<file path="config.mk">
export PLATFORM = sky130hd
export DESIGN_NAME = alu_status_unit
export DESIGN_NICKNAME = d
export VERILOG_FILES = /design/src/rtl/alu_status_pkg.sv /design/src/rtl/alu_addsub.sv /design/src/rtl/alu_logic.sv /design/src/rtl/alu_res_flags.sv /design/src/rtl/alu_status_unit.sv
export SDC_FILE = /design/constraint.sdc
export NUM_CORES = 1
export LEC_CHECK = 0
export BUFFER_PORTS_ARGS = -buffer_cell sky130_fd_sc_hd__buf_2
export CAP_MARGIN = 20
export CORE_MARGIN = 5
export CORE_UTILIZATION = 45
export DETAILED_ROUTE_END_ITERATION = 7
export MAX_ROUTING_LAYER = met4
export PLACE_DENSITY_LB_ADDON = 0.1
export SLEW_MARGIN = 20
export SYNTH_ARGS = -nofsm -noshare
export SYNTH_HDL_FRONTEND = slang
export SYNTH_HIERARCHICAL = 1
export SYNTH_SLANG_ARGS = --single-unit
</file>
<file path="constraint.sdc">
create_clock -name clk_i -period 7.9 [get_ports clk_i]
set_input_delay 1.58 -clock clk_i [delete_from_list [all_inputs] [get_ports clk_i]]
set_output_delay 1.58 -clock clk_i [all_outputs]
set_load 0.05 [all_outputs]
</file>
<file path="src/rtl/alu_status_pkg.sv">
package alu_status_pkg;
  typedef enum logic [2:0] {
    OP_ADD  = 3'd0,
    OP_SUB  = 3'd1,
    OP_CMP  = 3'd2,
    OP_AND  = 3'd3,
    OP_OR   = 3'd4,
    OP_XOR  = 3'd5,
    OP_TEST = 3'd6,
    OP_RSVD = 3'd7
  } op_e;

  typedef enum logic [1:0] {
    LG_AND = 2'd0,
    LG_OR  = 2'd1,
    LG_XOR = 2'd2
  } lg_sel_e;

  // bit order is part of the interface: {aux, par, sign, zero, ovf, carry}
  typedef struct packed {
    logic af;
    logic pf;
    logic sf;
    logic zf;
    logic of;
    logic cf;
  } flags_t;

  localparam int unsigned FLAG_W = $bits(flags_t);
endpackage

</file>
<file path="src/rtl/alu_addsub.sv">
module alu_addsub #(
  parameter int unsigned W = 32
) (
  input  logic [W-1:0] a_i,
  input  logic [W-1:0] b_i,
  input  logic         sub_i,
  output logic [W-1:0] sum_o,
  output logic         cf_o,
  output logic         of_o,
  output logic         af_o
);
  localparam int unsigned MSB = W - 1;

  logic [W:0] ext;
  logic [4:0] nib;

  always_comb begin
    if (sub_i) begin
      ext = {1'b0, a_i} - {1'b0, b_i};
      nib = {1'b0, a_i[3:0]} - {1'b0, b_i[3:0]};
    end else begin
      ext = {1'b0, a_i} + {1'b0, b_i};
      nib = {1'b0, a_i[3:0]} + {1'b0, b_i[3:0]};
    end
  end

  assign sum_o = ext[W-1:0];
  assign cf_o  = ext[W];
  assign af_o  = nib[4];

  // sign rule: operands agree (add) or disagree (sub), and result leaves a's sign
  always_comb begin
    if (sub_i) of_o = (a_i[MSB] ^ b_i[MSB]) & (sum_o[MSB] ^ a_i[MSB]);
    else       of_o = ~(a_i[MSB] ^ b_i[MSB]) & (sum_o[MSB] ^ a_i[MSB]);
  end
endmodule

</file>
<file path="src/rtl/alu_logic.sv">
module alu_logic
  import alu_status_pkg::*;
#(
  parameter int unsigned W = 32
) (
  input  logic [W-1:0] a_i,
  input  logic [W-1:0] b_i,
  input  lg_sel_e      sel_i,
  output logic [W-1:0] res_o
);
  always_comb begin
    unique case (sel_i)
      LG_OR:   res_o = a_i | b_i;
      LG_XOR:  res_o = a_i ^ b_i;
      default: res_o = a_i & b_i;
    endcase
  end
endmodule

</file>
<file path="src/rtl/alu_res_flags.sv">
module alu_res_flags #(
  parameter int unsigned W      = 32,
  parameter int unsigned PAR_W  = 8
) (
  input  logic [W-1:0] res_i,
  output logic         zf_o,
  output logic         sf_o,
  output logic         pf_o
);
  logic [PAR_W:0] par_chain;

  assign par_chain[0] = 1'b1;
  for (genvar i = 0; i < PAR_W; i++) begin : g_par
    assign par_chain[i+1] = par_chain[i] ^ res_i[i];
  end

  assign zf_o = ~|res_i;
  assign sf_o = res_i[W-1];
  assign pf_o = par_chain[PAR_W];
endmodule

</file>
<file path="src/rtl/alu_status_unit.sv">
module alu_status_unit
  import alu_status_pkg::*;
#(
  parameter int unsigned W = 32
) (
  input  logic                 clk_i,
  input  logic                 rst_ni,
  input  logic [2:0]           op_i,
  input  logic [W-1:0]         a_i,
  input  logic [W-1:0]         b_i,
  input  logic                 upd_i,
  output logic [W-1:0]         res_o,
  output logic                 wr_en_o,
  output logic [FLAG_W-1:0]    flags_o,
  output logic [FLAG_W-1:0]    flag_q_o
);
  localparam int unsigned PAR_W = 8;

  if (W < PAR_W) begin : g_bad_w
    $error("alu_status_unit: W must be at least 8");
  end

  op_e     op;
  logic    is_arith, is_sub, is_logic, is_valid;
  lg_sel_e lg_sel;

  logic [W-1:0] as_sum, lg_res;
  logic         as_cf, as_of, as_af;
  logic         zf, sf, pf;
  flags_t       fl, flag_q;

  assign op       = op_e'(op_i);
  assign is_sub   = (op == OP_SUB) || (op == OP_CMP);
  assign is_arith = (op == OP_ADD) || is_sub;
  assign is_logic = (op == OP_AND) || (op == OP_OR) || (op == OP_XOR) || (op == OP_TEST);
  assign is_valid = (op != OP_RSVD);

  always_comb begin
    unique case (op)
      OP_OR:   lg_sel = LG_OR;
      OP_XOR:  lg_sel = LG_XOR;
      default: lg_sel = LG_AND;
    endcase
  end

  alu_addsub #(.W(W)) u_addsub (
    .a_i   (a_i),
    .b_i   (b_i),
    .sub_i (is_sub),
    .sum_o (as_sum),
    .cf_o  (as_cf),
    .of_o  (as_of),
    .af_o  (as_af)
  );

  alu_logic #(.W(W)) u_logic (
    .a_i   (a_i),
    .b_i   (b_i),
    .sel_i (lg_sel),
    .res_o (lg_res)
  );

  always_comb begin
    if (is_arith)      res_o = as_sum;
    else if (is_logic) res_o = lg_res;
    else               res_o = '0;
  end

  alu_res_flags #(.W(W), .PAR_W(PAR_W)) u_res_flags (
    .res_i (res_o),
    .zf_o  (zf),
    .sf_o  (sf),
    .pf_o  (pf)
  );

  always_comb begin
    fl = '0;
    if (is_valid) begin
      fl.zf = zf;
      fl.sf = sf;
      fl.pf = pf;
    end
    if (is_arith) begin
      fl.cf = as_cf;
      fl.of = as_of;
      fl.af = as_af;
    end
  end

  assign flags_o = fl;
  assign wr_en_o = is_valid && (op != OP_CMP) && (op != OP_TEST);

  always_ff @(posedge clk_i or negedge rst_ni) begin
    if (!rst_ni)                flag_q <= '0;
    else if (upd_i && is_valid) flag_q <= fl;
  end

  assign flag_q_o = flag_q;


  sign_zero_chk: assert property (@(posedge clk_i) disable iff (!rst_ni)
    (op_i != 3'd7) |-> (flags_o[3] == res_o[W-1]) && (flags_o[2] == (res_o == '0)));


  logic_clear_chk: assert property (@(posedge clk_i) disable iff (!rst_ni)
    (op_i >= 3'd3 && op_i <= 3'd6) |-> (flags_o[0] == 1'b0) && (flags_o[1] == 1'b0) && (flags_o[5] == 1'b0));


  no_writeback_chk: assert property (@(posedge clk_i) disable iff (!rst_ni)
    (op_i == 3'd2 || op_i == 3'd6 || op_i == 3'd7) |-> !wr_en_o);


  capture_chk: assert property (@(posedge clk_i) disable iff (!rst_ni)
    (upd_i && op_i != 3'd7) |=> (flag_q_o == $past(flags_o)));


  hold_chk: assert property (@(posedge clk_i) disable iff (!rst_ni)
    !upd_i |=> $stable(flag_q_o));


  reserved_chk: assert property (@(posedge clk_i) disable iff (!rst_ni)
    (op_i == 3'd7) |-> (res_o == '0) && (flags_o == '0));


  reserved_hold_chk: assert property (@(posedge clk_i) disable iff (!rst_ni)
    (op_i == 3'd7) |=> $stable(flag_q_o));
endmodule

</file>
**Word-level counts from Yosys, hierarchy flattened**

Cells that the tools add are included.

- Input bits: 70
- Flip-flop bits (word level): 6
- Word-level logic and storage cells: 58
- Output and inout port bits: 45

- Reductions and logical operators: 11
- Equality and inequality tests: 11
- $add $sub $neg: 4
- Bitwise gates (word level): 16
- Mux-type cells: 10

Operators with widths:

| operator | count |
|---|---|
| 32-bit two-way mux | 2 |
| 32-bit case mux with 2 select lines | 1 |
| 32-bit by 32-bit adder with 33-bit output | 1 |
| 33-bit two-way mux | 1 |
| 32-bit by 32-bit subtractor with 33-bit output | 1 |
| 32-bit AND | 1 |
| 32-bit OR | 1 |
| 32-bit OR reduction | 1 |
| 32-bit bitwise XOR | 1 |
| 3-bit == test (second input constant) | 3 |
| 1-bit bitwise XOR | 9 |
| 3-bit by 2-bit == test with 1-bit output (second input constant) | 2 |
| 3-bit inequality test (second input constant) | 2 |
| 4-bit by 4-bit adder with 5-bit output | 1 |
| 1-bit logical OR | 5 |
| 5-bit two-way mux | 1 |
| 4-bit by 4-bit subtractor with 5-bit output | 1 |
| 2-bit case mux with 2 select lines | 1 |
| 3-bit by 1-bit == test with 1-bit output (second input constant) | 1 |
| 1-bit logical AND | 3 |
| 3-bit zero test | 1 |
| 3-bit two-way mux | 1 |
| 3-bit by 2-bit inequality test with 1-bit output (second input constant) | 1 |
| 1-bit AND | 2 |
| 6 further kinds | 8 |

**Depth between registers and ports, before layout**

Gate-level depths: netlist of the first run.

- Depth after elaboration: 15
- Gate-level depth with buffers: 22
- Depth with buffers taken out: 22

**Hierarchy**

Netlist of the first run, hierarchy kept.

By module, submodules not included:

| module | instances | cells an instance | seq. area each (sq um) | area each (sq um) |
|---|---|---|---|---|
| alu_addsub | 1 | 362 | 0.0 | 2429.8 |
| alu_logic | 1 | 273 | 0.0 | 1879.3 |
| alu_status_unit | 1 | 140 | 150.1 | 1104.8 |
| alu_res_flags | 1 | 21 | 0.0 | 147.6 |

**Worst setup path after synthesis of the first run**

OpenSTA, ideal clock, no wires.

- Path type: input -> output
- From: input b_i[9]
- To: output flags_o[3]
- Stages: 18
- Data required time: 6.320 ns
- Setup slack: -0.383 ns
- Arrival: 6.703 ns
- Buffers on the path: 2
- Path through: or4_4 or4_4 nor3b_4 and2b_2 a21oi_1 xnor2_1 ha_1 clkbuf_1 and4_1 nand3_1 nor3_1 a221o_1 a211o_1 xor2_1 mux2i_1 o21ai_0 buf_4 and2_1

- Cells in the longest elaborated chain, start to end: 4
- Elaborated cells on any way between the ends: 5
- Those cells by class: add/sub (2); mux (3)

RTL lines:

| element | RTL line | source |
|---|---|---|
| start, declared | alu_status_unit.sv:10 | `input logic [W-1:0] b_i,` |
| 32-bit by 32-bit adder with 33-bit output / 32-bit by 32-bit subtractor with 33-bit output (equally long branches) | alu_addsub.sv:22, alu_addsub.sv:19 |  |
| 33-bit two-way mux (*) | alu_addsub.sv:18 | `if (sub_i) begin` |
| net as_sum[31] | alu_status_unit.sv:27 | `logic [W-1:0] as_sum, lg_res;` |
| 32-bit two-way mux (*) | alu_status_unit.sv:64 | `if (is_arith) res_o = as_sum;` |
| net res_o[31] | alu_status_unit.sv:12 | `output logic [W-1:0] res_o,` |
| 3-bit two-way mux (*) | alu_status_unit.sv:78 | `if (is_valid) begin` |
| end, declared | alu_status_unit.sv:14 | `output logic [FLAG_W-1:0] flags_o,` |

Mark *: on every way through the listed nets, which the timed path passes. The rest lies on a longest branch.

**Worst setup path after layout of the first run**

- From: input b_i[9]
- To: output flags_o[2]

- Elaborated cells on any way between the ends: 12
- Those cells by class: add/sub (2); mux (5); bitwise (3); reduce/logical (2)

RTL lines:

| element | RTL line | source |
|---|---|---|
| 32-bit by 32-bit adder with 33-bit output / 32-bit by 32-bit subtractor with 33-bit output (equally long branches) | alu_addsub.sv:22, alu_addsub.sv:19 |  |
| 33-bit two-way mux (*) | alu_addsub.sv:18 |  |
| net as_sum[31] | alu_status_unit.sv:27 |  |
| 32-bit two-way mux (*) | alu_status_unit.sv:64 |  |
| 32-bit OR reduction (*) | alu_res_flags.sv:17 | `assign zf_o = ~\|res_i;` |
| 1-bit zero test (*) | alu_res_flags.sv:17 |  |
| net zf | alu_status_unit.sv:29 | `logic zf, sf, pf;` |
| 3-bit two-way mux (*) | alu_status_unit.sv:78 |  |

Marked as above.

==> results.cfg, run 1 <==
[status]
status = finished with violations
violations = negative setup slack

[global_route]
first_global_vias = 5811
use_met1_pct = 31.1
grt_use_met2_pct = 42.1
met3_usage_pct = 1.54
busiest_layer = met2
overflow = 0
antenna_found_initial = 0
grt_util_all_layers_pct = 23.9
grt_max_degree = 70
grt_pass1_wl_mm = 28.4

[timing]
tns_ns = -0.0968
relSlewSlack_pct = 35.8
slew_violations = 0
timing.final.ws_setup_ns = -0.0968
finalHoldViolations = 0
finalSetupViolations = 1
finClkSkew_ns = 0
tightest_slew_ns = 0.963
fin_crit_ns = 8.00
post-route-period-util_pct = 101
max_freq_mhz = 125
rsz0062_at_grt = true

[synthesis]
synth_warnings = 6
synth.net_count = 967
syn_area_sq_um = 5560
yosysSeqAreaShare_pct = 2.70
synth_compound_area_share_pct = 20.7
synth.mux.area_fraction_pct = 6.73
synth_top_family_by_area = simple AND/OR/NAND/NOR gates
synth_fa_ha_area_share_pct = 22.9
ys_types = 58
synthXorXnorAreaFrac_pct = 10.6
syn_inst = 796
synth_edf_count = 0
synthFlopType = dfrtp_1
yosys.area_share.simple_pct = 25.8
yosys_register_bits = 6
synth-async-reset-ratio_pct = 100
avgSynthCellArea_sq_um = 6.99

[finish]
final_common_cell = buf_2
largest_register_ffs = 6
fillers = 1215
final_cell_count_no_fill = 1108
nets = 1113
layout_common_cells = buf_2, ha_1, inv_1
area_growth_pct = 20.9
drive_gt1_share_pct = 22.6
antenna_cells = 0

[setup_path]
crit_family = simple AND/OR/NAND/NOR gates
critPathKind = in -> out
startpoint_type = input pin
max_stage_delay_ns = 0.55
reg2reg_slack_ns = 7.17
crit_path_end_kind = primary output
worstPathMaxFanout = 6
crit_required_ns = 6.32
timing.rr.end = flag_q_o[3]$_DFFE_PN0P_
r2r_cells = 1
path_cells = buf_2 -> or4_4 -> or4_4 -> nor3b_4 -> buf_6 -> and2b_2 -> a21oi_1 -> xnor2_1 -> ha_4 -> a21oi_4 -> o21a_1 -> o21ai_0 -> a221o_1 -> a211o_1 -> xor2_1 -> mux2i_1 -> o21ai_1 -> nor4_2 -> nand4_1 -> nor2_2 -> and2_1 -> buf_6
path_buf_inv = 3
crit_slowest_cell = or4_4
rr_startpoint = flag_q_o[3]$_DFFE_PN0P_
cp.arrival_ns = 6.42

[power]
leakagePower_nw = 3.45
power_density_nw_per_um2 = 153
peakVddDrop_mv = 0.0819

[clock_tree]
cts_buffers = 3
ctsHoldBuffers = 0
worst_skew_pair.late_latency_ns = 0.22
cts_tree = built
cts-root-buf = clkbuf_16
cts_buffer_depth = 2
clkTransAtPathRegs_ns = 0.03
htreeDepth = 1
clkSinkCount = 6

[route]
first_pass_iters = 6
post-route-drc-count = 0
via_count = 6034
wl_mm = 17.7
drtIter0Drc = 332
viasPerCell = 5.45
ant_nets = 0
wl_per_cell_um = 16.0

[hold_path]
hold_class = reg -> reg
holdPathEnd = flag_q_o[2]$_DFFE_PN0P_
hold_path.startpoint = flag_q_o[2]$_DFFE_PN0P_
whs_path_depth = 1

[place]
place_congestion = 0.936
port_buffers = 114
dp_hpwl_mm = 14.4
numPlacedInstances = 1104

[floorplanning]
io_pins = 115
rows = 40
start_util_pct = 46.1
fp.dieW_um = 121
dieArea_sq_um = 14700
dieHeight_um = 121
core_sq_um = 12100

[run]
maxCapViolations = 0
## cell families after synthesis
group	count (synthesis)
simple gates	271
compound gates	186
buf+inv	128
fa+ha+maj	101
xor+xnor	67
mux	37
flops	6
## power by group
group          switching (W)  internal (W)  total [W]  leakage (nW)
registers         0.00000269     0.0000377  0.0000404        0.0782
clock network      0.0000140     0.0000646  0.0000786        0.0370
logic               0.000574      0.000336   0.000910          3.34
total               0.000590      0.000438    0.00103          3.45
## metrics by stage
| step | power, W | area [sq um] | setup slack (ns) | utilization, % | hold slack (ns) |
|---|---|---|---|---|---|
| floorplan | 0.000672 | 5560 | 0.0650 | - | 0.824 |
| global placement | 0.000929 | 6570 | -0.333 | 54.5 | 0.478 |
| detailed placement | 0.000940 | 6570 | -0.325 | 54.5 | 0.488 |
| CTS | 0.00103 | 6690 | 0.00931 | 55.4 | 0.495 |
| global route | 0.00111 | 6720 | -0.373 | 55.7 | 0.507 |
| finish | 0.00103 | 6720 | -0.0968 | 55.7 | 0.492 |
## synth_stat cells, types with 3 or more instances
cell	instances	area, sq um
a211o_1	4	35.0
a21o_1	10	75.1
a21oi_1	45	225
a221oi_1	3	26.3
a31oi_1	43	269
a32o_1	3	30.0
and2_1	7	43.8
and3_1	9	56.3
buf_12	3	60.1
buf_2	16	80.1
buf_6	5	56.3
clkbuf_1	13	48.8
dfrtp_1	6	150
ha_1	100	1250
inv_1	89	334
mux2_2	3	33.8
mux2i_1	34	340
nand2_1	62	233
nand2b_1	35	219
nand3_1	39	195
nand4_1	4	25.0
nor2_1	40	150
nor2b_1	35	219
nor3_1	10	50.1
nor4_1	14	87.6
o21a_1	6	45.0
o21ai_0	24	120
o21ai_1	28	140
o21bai_1	3	22.5
xnor2_1	53	464
xor2_1	14	123
## per-layer routing
metal	vias up	wire length, um
met5	-	0
li1	3049	-
met3	10	788
met4	0	125
met2	153	8630
met1	2822	8160
## worst max path at each step
stage               startpoint  depth (start not counted)  slack [ns]         end
floorplan               b_i[9]                         18        0.07  flags_o[3]
global placement        b_i[9]                         24       -0.33  flags_o[2]
detailed placement      b_i[9]                         24       -0.32  flags_o[2]
CTS                     b_i[9]                         24       0.009  flags_o[2]
global route            b_i[9]                         22       -0.37  flags_o[2]
finish                  b_i[9]                         22        -0.1  flags_o[2]
## final cells by class
class	instances	area, sq um	area share (%)
Inverter	89	334	4.97
Tap cell	168	210	3.13
Multi-Input combinational cell	662	4880	72.5
Timing Repair Buffer	180	1080	16.0
Sequential cell	6	150	2.23
Clock buffer	3	75.1	1.12
## repair_timing
action                                  CTS  global route
setup buffers                             0             1
pin swaps                                 0             5
gates resized for setup                  10             6
endpoints found under the setup margin    1             2
Power figures use the tool's default switching activity.
==> inputs of run 2 (changes only) <==
- CORE_MARGIN: 5 -> unset
- PLACE_DENSITY: unset -> 0.75
- PLACE_DENSITY_LB_ADDON: 0.1 -> unset
==> run 2 against run 1 <==
Against the previous run:
- the run now ends clean
- flip-flop and latch count unchanged
- maximum frequency up 1.7%
- combinational power down 5.1%
- count of clock-buffer cells in the layout unchanged
- die area down 13%
- sequential share of layout area up 0.087 points
- critical endpoint unchanged
- highest routed layer unchanged
==> results.cfg, run 2 (synthesized netlist as in run 1, its figures left out) <==
[status]
status = finished, final reports clean

[global_route]
busiest_layer = met2
grt_pass1_wl_mm = 25.6
use_met1_pct = 32.7
antenna_found_initial = 0
first_global_vias = 5444
grt_util_all_layers_pct = 24.6
grt_use_met2_pct = 42.0
grt_max_degree = 70
overflow = 0
met3_usage_pct = 0.857

[floorplanning]
rows = 40
start_util_pct = 46.3
dieHeight_um = 113
core_sq_um = 12000
io_pins = 115
fp.dieW_um = 113
dieArea_sq_um = 12800

[clock_tree]
cts_tree = built
cts-root-buf = clkbuf_16
clkSinkCount = 6
cts_buffers = 3
worst_skew_pair.late_latency_ns = 0.23
cts_buffer_depth = 2
clkTransAtPathRegs_ns = 0.03
ctsHoldBuffers = 0
htreeDepth = 1

[route]
wl_mm = 15.6
first_pass_iters = 5
ant_nets = 0
wl_per_cell_um = 14.7
post-route-drc-count = 0
viasPerCell = 5.60
drtIter0Drc = 408
via_count = 5930

[setup_path]
crit_family = simple AND/OR/NAND/NOR gates
startpoint_type = input pin
crit_required_ns = 6.32
path_cells = buf_2 -> or4_4 -> or4_4 -> nor3b_4 -> nand2b_1 -> nor2_2 -> a21oi_1 -> xnor2_1 -> ha_1 -> and3_1 -> nand3_1 -> nor3_1 -> a221o_1 -> a211o_1 -> xor2_1 -> mux2i_1 -> o21ai_1 -> nor4_1 -> nand4_1 -> nor2_2 -> and2_4 -> buf_8
cp.arrival_ns = 6.29
worstPathMaxFanout = 4
crit_path_end_kind = primary output
max_stage_delay_ns = 0.56
rr_startpoint = flag_q_o[3]$_DFFE_PN0P_
r2r_cells = 1
path_buf_inv = 2
crit_cells = 22
timing.rr.end = flag_q_o[3]$_DFFE_PN0P_
critPathKind = in -> out
crit_slowest_cell = or4_4
reg2reg_slack_ns = 7.13

[timing]
finalHoldViolations = 0
finalSetupViolations = 0
fin_crit_ns = 7.87
post-route-period-util_pct = 99.6
max_freq_mhz = 127
whs_ns = 0.494
finClkSkew_ns = 0
relSlewSlack_pct = 44.5
slew_violations = 0
rsz0062_at_grt = true
tightest_slew_ns = 0.832

[finish]
fin_area_sq_um = 6470
final_common_cell = buf_2
layout_common_cells = buf_2, ha_1, inv_1
antenna_cells = 0
largest_register_ffs = 6
drive_gt1_share_pct = 20.3
nets = 1085
area_growth_pct = 16.3
finalCoreUtilization_pct = 53.9
final_cell_count_no_fill = 1059

[power]
power_frac_seq_pct = 4.1
p_int_w = 0.000412
switchingPower_w = 0.000574
p_sw_share_pct = 58.2
power_density_nw_per_um2 = 152
combPwrFrac_pct = 87.5
clkPwrFrac_pct = 8.3
peakVddDrop_mv = 0.0991
leakagePower_nw = 3.31

[place]
dp_hpwl_mm = 12.4
place_congestion = 0.946
numPlacedInstances = 1052
port_buffers = 114
place_area_sq_um = 6310

[hold_path]
hold_path.startpoint = flag_q_o[0]$_DFFE_PN0P_
hold_class = reg -> reg
holdPathEnd = flag_q_o[0]$_DFFE_PN0P_
whs_path_depth = 1

[run]
maxCapViolations = 0
==> run 2: cell types whose count changed in the layout (fill, tap and decap cells not counted), sizes merged <==
cell,change
buf,-28
==> run 2: repair_timing <==
action | CTS | global route
setup endpoints to repair | 0 | 1
resized for setup | 0 | 16
buffers inserted | 0 | 4
==> run 2: routing by layer <==
layer,share of wire (%),vias to the layer above
li1,-,2998
met1,48,2743
met2,46,174
met3,4.8,15
met4,1.0,0
met5,0,-
==> run 2: area by class of cell <==
| type | instances | area, sq um |
|---|---|---|
| fill | 1187 | 5540 |
| multi-input combinational | 662 | 4860 |
| timing repair buffer | 152 | 870 |
| inverter | 89 | 334 |
| tap | 147 | 184 |
| sequential | 6 | 150 |
| clock buffer | 3 | 75.1 |
==> run 2: worst max path at each step <==
stage,from,end
finish,b_i[9],flags_o[2]
global route,b_i[9],flags_o[2]
CTS,b_i[9],flags_o[2]
detailed placement,b_i[9],flags_o[2]
global placement,b_i[9],flags_o[2]
floorplan,b_i[9],flags_o[3]
==> run 2: metrics by stage <==
| step | worst slack, ns | TNS (ns) | total power [W] |
|---|---|---|---|
| floorplan | 0.0650 | 0 | 0.000672 |
| global placement | 0.122 | 0 | 0.000879 |
| detailed placement | 0.0528 | 0 | 0.000885 |
| CTS | 0.0429 | 0 | 0.000972 |
| global route | -0.200 | -0.200 | 0.00106 |
| finish | 0.0347 | 0 | 0.000987 |
==> run 2: power groups by stage <==
stage               sequential [W]  combinational, W   clock, W
floorplan                0.0000639          0.000608          0
global placement         0.0000406          0.000838          0
detailed placement       0.0000408          0.000844          0
CTS                      0.0000408          0.000849  0.0000819
global route             0.0000413          0.000932  0.0000838
finish                   0.0000408          0.000864  0.0000821
